File: src/rtl/dbf_pkg.sv
package dbf_pkg;
    typedef struct packed {
        logic window;
        logic halted;
        logic exc;
        logic rpt;
    } fault_st_t;

    localparam fault_st_t FAULT_RST = '{window: 1'b0, halted: 1'b0, exc: 1'b0, rpt: 1'b0};
endpackage

File: src/rtl/dbf_err_qual.sv
module dbf_err_qual (
    input  logic bus_err_i,
    input  logic addr_err_i,
    input  logic retry_i,
    output logic err_o
);
    // a retry outranks any error reported in the same cycle
    always_comb begin
        err_o = 1'b0;
        if (!retry_i) begin
            err_o = bus_err_i | addr_err_i;
        end
    end
endmodule

File: src/rtl/dbf_fault_core.sv
module dbf_fault_core
    import dbf_pkg::*;
(
    input  logic clk,
    input  logic rst,
    input  logic err_i,
    input  logic retry_i,
    input  logic stack_start_i,
    input  logic stack_done_i,
    output logic halted_o,
    output logic exc_o,
    output logic rpt_o
);
    fault_st_t st_q, st_d;

    always_comb begin
        st_d     = st_q;
        st_d.exc = 1'b0;
        st_d.rpt = retry_i & ~st_q.halted;
        if (st_q.halted) begin
            st_d.window = 1'b0;
        end else if (err_i && st_q.window) begin
            st_d.halted = 1'b1;
            st_d.window = 1'b0;
        end else begin
            st_d.exc = err_i;
            if (err_i || stack_start_i) begin
                st_d.window = 1'b1;
            end else if (stack_done_i) begin
                st_d.window = 1'b0;
            end
        end
    end

    always_ff @(posedge clk) begin
        if (rst) begin
            st_q <= FAULT_RST;
        end else begin
            st_q <= st_d;
        end
    end

    assign halted_o = st_q.halted;
    assign exc_o    = st_q.exc;
    assign rpt_o    = st_q.rpt;

    p_exc_single_r1: assert property (@(posedge clk) disable iff (rst)
        exc_o |=> !exc_o);
    p_double_halts_r2: assert property (@(posedge clk) disable iff (rst)
        (err_i && st_q.window && !halted_o) |=> (halted_o && !exc_o));
    p_halt_sticky_r3: assert property (@(posedge clk) disable iff (rst)
        halted_o |=> halted_o);
    p_retry_masks_r6: assert property (@(posedge clk) disable iff (rst)
        (retry_i && !halted_o) |=> !exc_o);
    p_rpt_follows_r7: assert property (@(posedge clk) disable iff (rst)
        (retry_i && !halted_o) |=> rpt_o);
    p_start_opens_r10: assert property (@(posedge clk) disable iff (rst)
        (stack_start_i && !err_i && !halted_o) |=> !exc_o);
endmodule

File: src/rtl/dbf_bus_gate.sv
module dbf_bus_gate (
    input  logic clk,
    input  logic rst,
    input  logic halted_i,
    input  logic cyc_req_i,
    input  logic arb_req_i,
    output logic cyc_issue_o,
    output logic arb_grant_o
);
    logic grant_q, grant_d;

    always_comb begin
        grant_d     = arb_req_i;
        cyc_issue_o = cyc_req_i & ~halted_i;
    end

    always_ff @(posedge clk) begin
        if (rst) begin
            grant_q <= 1'b0;
        end else begin
            grant_q <= grant_d;
        end
    end

    assign arb_grant_o = grant_q;

    p_no_issue_halted_r8: assert property (@(posedge clk) disable iff (rst)
        halted_i |-> !cyc_issue_o);
    p_grant_alive_r9: assert property (@(posedge clk) disable iff (rst)
        arb_req_i |=> arb_grant_o);
endmodule

File: src/rtl/dbf_halt_monitor.sv
module dbf_halt_monitor (
    input  logic clk,
    input  logic rst,
    input  logic bus_err_i,
    input  logic addr_err_i,
    input  logic retry_i,
    input  logic stack_start_i,
    input  logic stack_done_i,
    input  logic cyc_req_i,
    input  logic arb_req_i,
    output logic halt_o,
    output logic exc_req_o,
    output logic retry_rpt_o,
    output logic cyc_issue_o,
    output logic arb_grant_o
);
    logic err_ok;

    dbf_err_qual u_qual (
        .bus_err_i  (bus_err_i),
        .addr_err_i (addr_err_i),
        .retry_i    (retry_i),
        .err_o      (err_ok)
    );

    dbf_fault_core u_core (
        .clk           (clk),
        .rst           (rst),
        .err_i         (err_ok),
        .retry_i       (retry_i),
        .stack_start_i (stack_start_i),
        .stack_done_i  (stack_done_i),
        .halted_o      (halt_o),
        .exc_o         (exc_req_o),
        .rpt_o         (retry_rpt_o)
    );

    dbf_bus_gate u_gate (
        .clk         (clk),
        .rst         (rst),
        .halted_i    (halt_o),
        .cyc_req_i   (cyc_req_i),
        .arb_req_i   (arb_req_i),
        .cyc_issue_o (cyc_issue_o),
        .arb_grant_o (arb_grant_o)
    );

    p_reset_clears_r4: assert property (@(posedge clk)
        rst |=> (!halt_o && !exc_req_o && !retry_rpt_o && !arb_grant_o));
endmodule

File: config.mk
export PLATFORM = sky130hd
export DESIGN_NAME = dbf_halt_monitor
export DESIGN_NICKNAME = d
export VERILOG_FILES = /design/src/rtl/dbf_pkg.sv /design/src/rtl/dbf_err_qual.sv /design/src/rtl/dbf_fault_core.sv /design/src/rtl/dbf_bus_gate.sv /design/src/rtl/dbf_halt_monitor.sv
export SDC_FILE = /design/constraint.sdc
export NUM_CORES = 1
export LEC_CHECK = 0
export ABC_CLOCK_PERIOD_IN_PS = 950
export CAP_MARGIN = 20
export CORE_AREA = 2 2 39 41
export CTS_CLUSTER_SIZE = 25
export DETAILED_ROUTE_END_ITERATION = 16
export DIE_AREA = 0 0 41 43
export DONT_BUFFER_PORTS = 1
export HOLD_SLACK_MARGIN = 0.06
export PLACE_DENSITY = 0.3
export SLEW_MARGIN = 25
export SYNTH_ARGS = -nofsm -noshare
export SYNTH_HDL_FRONTEND = slang
export SYNTH_SLANG_ARGS = --single-unit
File: constraint.sdc
create_clock -name clk -period 0.95 [get_ports clk]
set_input_delay 0.1425 -clock clk [delete_from_list [all_inputs] [get_ports clk]]
set_output_delay 0.1425 -clock clk [all_outputs]
set_load 0.05 [all_outputs]
Yosys cells after proc, flatten, opt, wreduce, memory -nomap -nowiden. Cells that the tools add are included.

Logic and storage cells: 19. Output and inout bits: 5. Register bits after elaboration: 5. Input bits: 9.

Bitwise logic cells: 4. Reduce and logical (&&, ||, !) cells: 4. Muxes and demuxes: 6.

Operators by type and width (number): $mux 1 (5); $reduce_or 3->1 (1); $and 1x1->1 (2); $mux 2 (1); $reduce_bool 2->1 (1); $logic_and 1x1->1 (1); $logic_or 1x1->1 (1); $not 1->1 (1); $or 1x1->1 (1).

Depth between registers and ports, before layout.
Depth after elaboration: 5. Depth in mapped cells: 3. Mapped depth without buffers: 3.

Hierarchy. From an unflattened synthesis, not the netlist that was laid out.

Cells, all modules: 15. Area, all modules: 197.7 um2.

Modules (own cells, without submodules): dbf_fault_core (cells an instance 11, instances 1, sequential area each 80.1 um2, area an instance 140.1 um2); dbf_bus_gate (cells an instance 3, instances 1, sequential area each 20.0 um2, area an instance 47.5 um2); dbf_err_qual (cells an instance 1, instances 1, sequential area each 0.0 um2, area an instance 10.0 um2).

Worst setup path before layout. No wires, ideal clock.

Path type: register to output. From: reg u_core.st_q (netlist bit u_core.halted_o). To: out cyc_issue_o. Path buffers: 0. Required time: 0.808 ns. Data arrival time: 1.281 ns. Stages on the path, launching flop included: 2. Setup slack: -0.473 ns. Path through: dfxtp_1 > nor2b_1.

Longest elaborated chain between the ends: 2.

Ends and longest elaborated chain: start: declaration (RTL line dbf_fault_core.sv:14) `fault_st_t st_q, st_d;`; start signal: assignment (RTL line dbf_fault_core.sv:39) `st_q <= st_d;`; $not 1->1 (RTL line dbf_bus_gate.sv:14) `cyc_issue_o = cyc_req_i & ~halted_i;`; $and 1x1->1 (RTL line dbf_bus_gate.sv:14); end: declaration (RTL line dbf_halt_monitor.sv:14) `output logic cyc_issue_o,`.

Every way passes these cells.

Worst setup path after layout. Ends and elaborated chain as after synthesis.

==> results.md <==
- Die X: 41 um
- Global placement routability congestion: 0.548
- Synthesized area per cell: 12.0 um2
- # IOs: 14
- Port Buf Inserts: 0
- Crit Path Class: flop to primary output
- Outcome: finished, violations left
- Number of setup violations in the final report: 1
- Placed instance count: 37
- H-tree Lvls: 1
- FF+latch area: 104 um2
- # DRC: 0
- Fin. max-slew vios: 0
- RSZ-0062 raised after global routing: yes
- CTS clk-pin slew, worst paths: 40 ps
- Row count: 14
- Share of cells above drive strength 1: 0.536
- Failing checks: setup timing
- Total track usage: 0.0582
- Crit Path Max Fanout: 3
- Post-Layout Inst Area: 344 um2
- Post-Place Worst Slack: 41.0 ps
- Cell variety after synth: 9
- Placed cell area: 267 um2
- HP Class: primary input to flop
- Pleak: 0.145 nW
- Worst EP required: 810 ps
- CTS tree: done
- Setup WS post-layout: -44.0 ps
- TritonCTS Sinks: 5
- First-pass GRT wire length: 621 um
- Clock latency on the worst-skew pair: 240 ps
- Peak supply drop: 0.500 mV
- Layout Nets: 38
- Iter 0 DRT Violations: 2
- Routed Antenna Nets: 0
- Worst hold margin: 70.4 ps
- Commonest non-fill, non-tap cells in the layout: 6 x buf_4, 4 x dfxtp_1, 3 x clkbuf_4
- Number of fill cells in the layout: 155
- Worst Path Arrival: 850 ps
- Total number of vias: 171
- CP endpoint kind: primary output
- WL/cell: 8.98 um
- Slew headroom: 0.774
- Clk Tree Root Cell: clkbuf_4
- Vias per cell: 3.89
- Skew final: 4.10 ps
- #FFs+latches synth: 5
- Die Y: 43 um
- FMAX: 1010 MHz
- Tmin final: 994 ps
- Pwr Total: 0.000628 W
- Initial Util: 0.130
- Cts bufs inserted: 3
- Vias in the first global route: 188
- Die ar.: 1760 um2
- Global route overflow: 0
- Pwr/cell area: 1820 nW/um2
- Largest net degree at the start of global routing: 6
- Max cap viols: 0
- Post-Syn Instances: 15
- Synth Cell Area: 180 um2
- Ys Warns: 0
- Multi-input gate area: 106 um2
- Final hold violation count: 0
- Core area: 1380 um2
- Final wirelength: 395 um
- Clock tree buffer depth: 2
- Iteration count of the initial detailed-routing pass: 2
- Commonest non-fill, non-tap cell in the layout: buf_4
- Initial antenna violation count: 0
- Final Cycle Share: 1.05
- Final non-filler cell total: 44
- Worst setup SP type: flop
- Register area share after synthesis: 0.556
- Area Overhead vs Synth: 91.0%
- N_diodes: 0
- Syn Nets: 24
- Worst-Margin Slew: 337 ps
==> synthesized netlist by cell type <==
cell type / number / area share
nor3b_1: 1 / 0.042
a2111oi_2: 1 / 0.083
nor4b_1: 1 / 0.049
nor2_1: 1 / 0.021
a21oi_1: 1 / 0.028
o21ba_4: 1 / 0.090
nor3_1: 1 / 0.028
dfxtp_1: 5 / 0.56
nor2b_1: 3 / 0.10
==> layout make-up <==
type	count	share of cell area
Multi-Input combinational cell	10	0.309
Sequential cell	5	0.302
Timing Repair Buffer	9	0.255
Clock buffer	4	0.0764
Tap cell	16	0.0582
==> cells by family (layout without fill, tap and decap cells) <==
logic type,Yosys count,after routing,synth area share
and+or+nand+nor,7,7,0.243
DFF,5,5,0.556
AOI/OAI and AO/OA,3,3,0.201
buffers and inverters,0,13,0
==> flip-flops by register name (all words and copies together) (netlist names) <==
signal and count:
u_core.exc_o 1, u_core.halted_o 1, u_core.st_q 1, u_core.rpt_o 1
u_gate.arb_grant_o 1
==> final timing paths <==
path	start	endpoint	slack [ps]	depth (start not counted)
setup / recovery	u_core.halted_o	cyc_issue_o	-40	2
setup reg to reg	u_core.halted_o	u_core.st_q[3]	70	2
hold / removal	retry_i	u_core.rpt_o	70	1
hold reg to reg	u_core.st_q[3]	u_core.exc_o	530	2
==> through the flow <==
step                      setup TNS, ps  utilization
after floorplan                       0            -
after CTS                         -57.9        0.233
after detailed placement              0        0.193
after global routing              -73.9        0.249
final                             -44.0        0.249
after global placement                0        0.193
==> critical path, stage by stage (launching register included) <==
cell,delay [ps]
dfxtp_4,350
nor2b_4,120
buf_12,140
==> power by group <==
group	leakage (nW)	internal (W)	switching, W
logic	0.0882	0.0000673	0.0000811
clock network	0.0150	0.000159	0.0000895
registers	0.0421	0.000224	0.00000684
==> what timing repair did <==
item,CTS,global route
hold buffers,2,0
endpoints found under the hold margin,5,0
resized for setup,1,3
endpoints found under the setup margin,2,4
setup buffers,1,0
pin swaps,0,1
==> layer usage <==
layer / track usage / part of all wire
met1: 0.0386 / 0.32
met2: 0.0875 / 0.55
met3: 0.0471 / 0.13
met4: 0.0600 / 0
met5: 0 / 0
(Power assumes the default switching activity.)
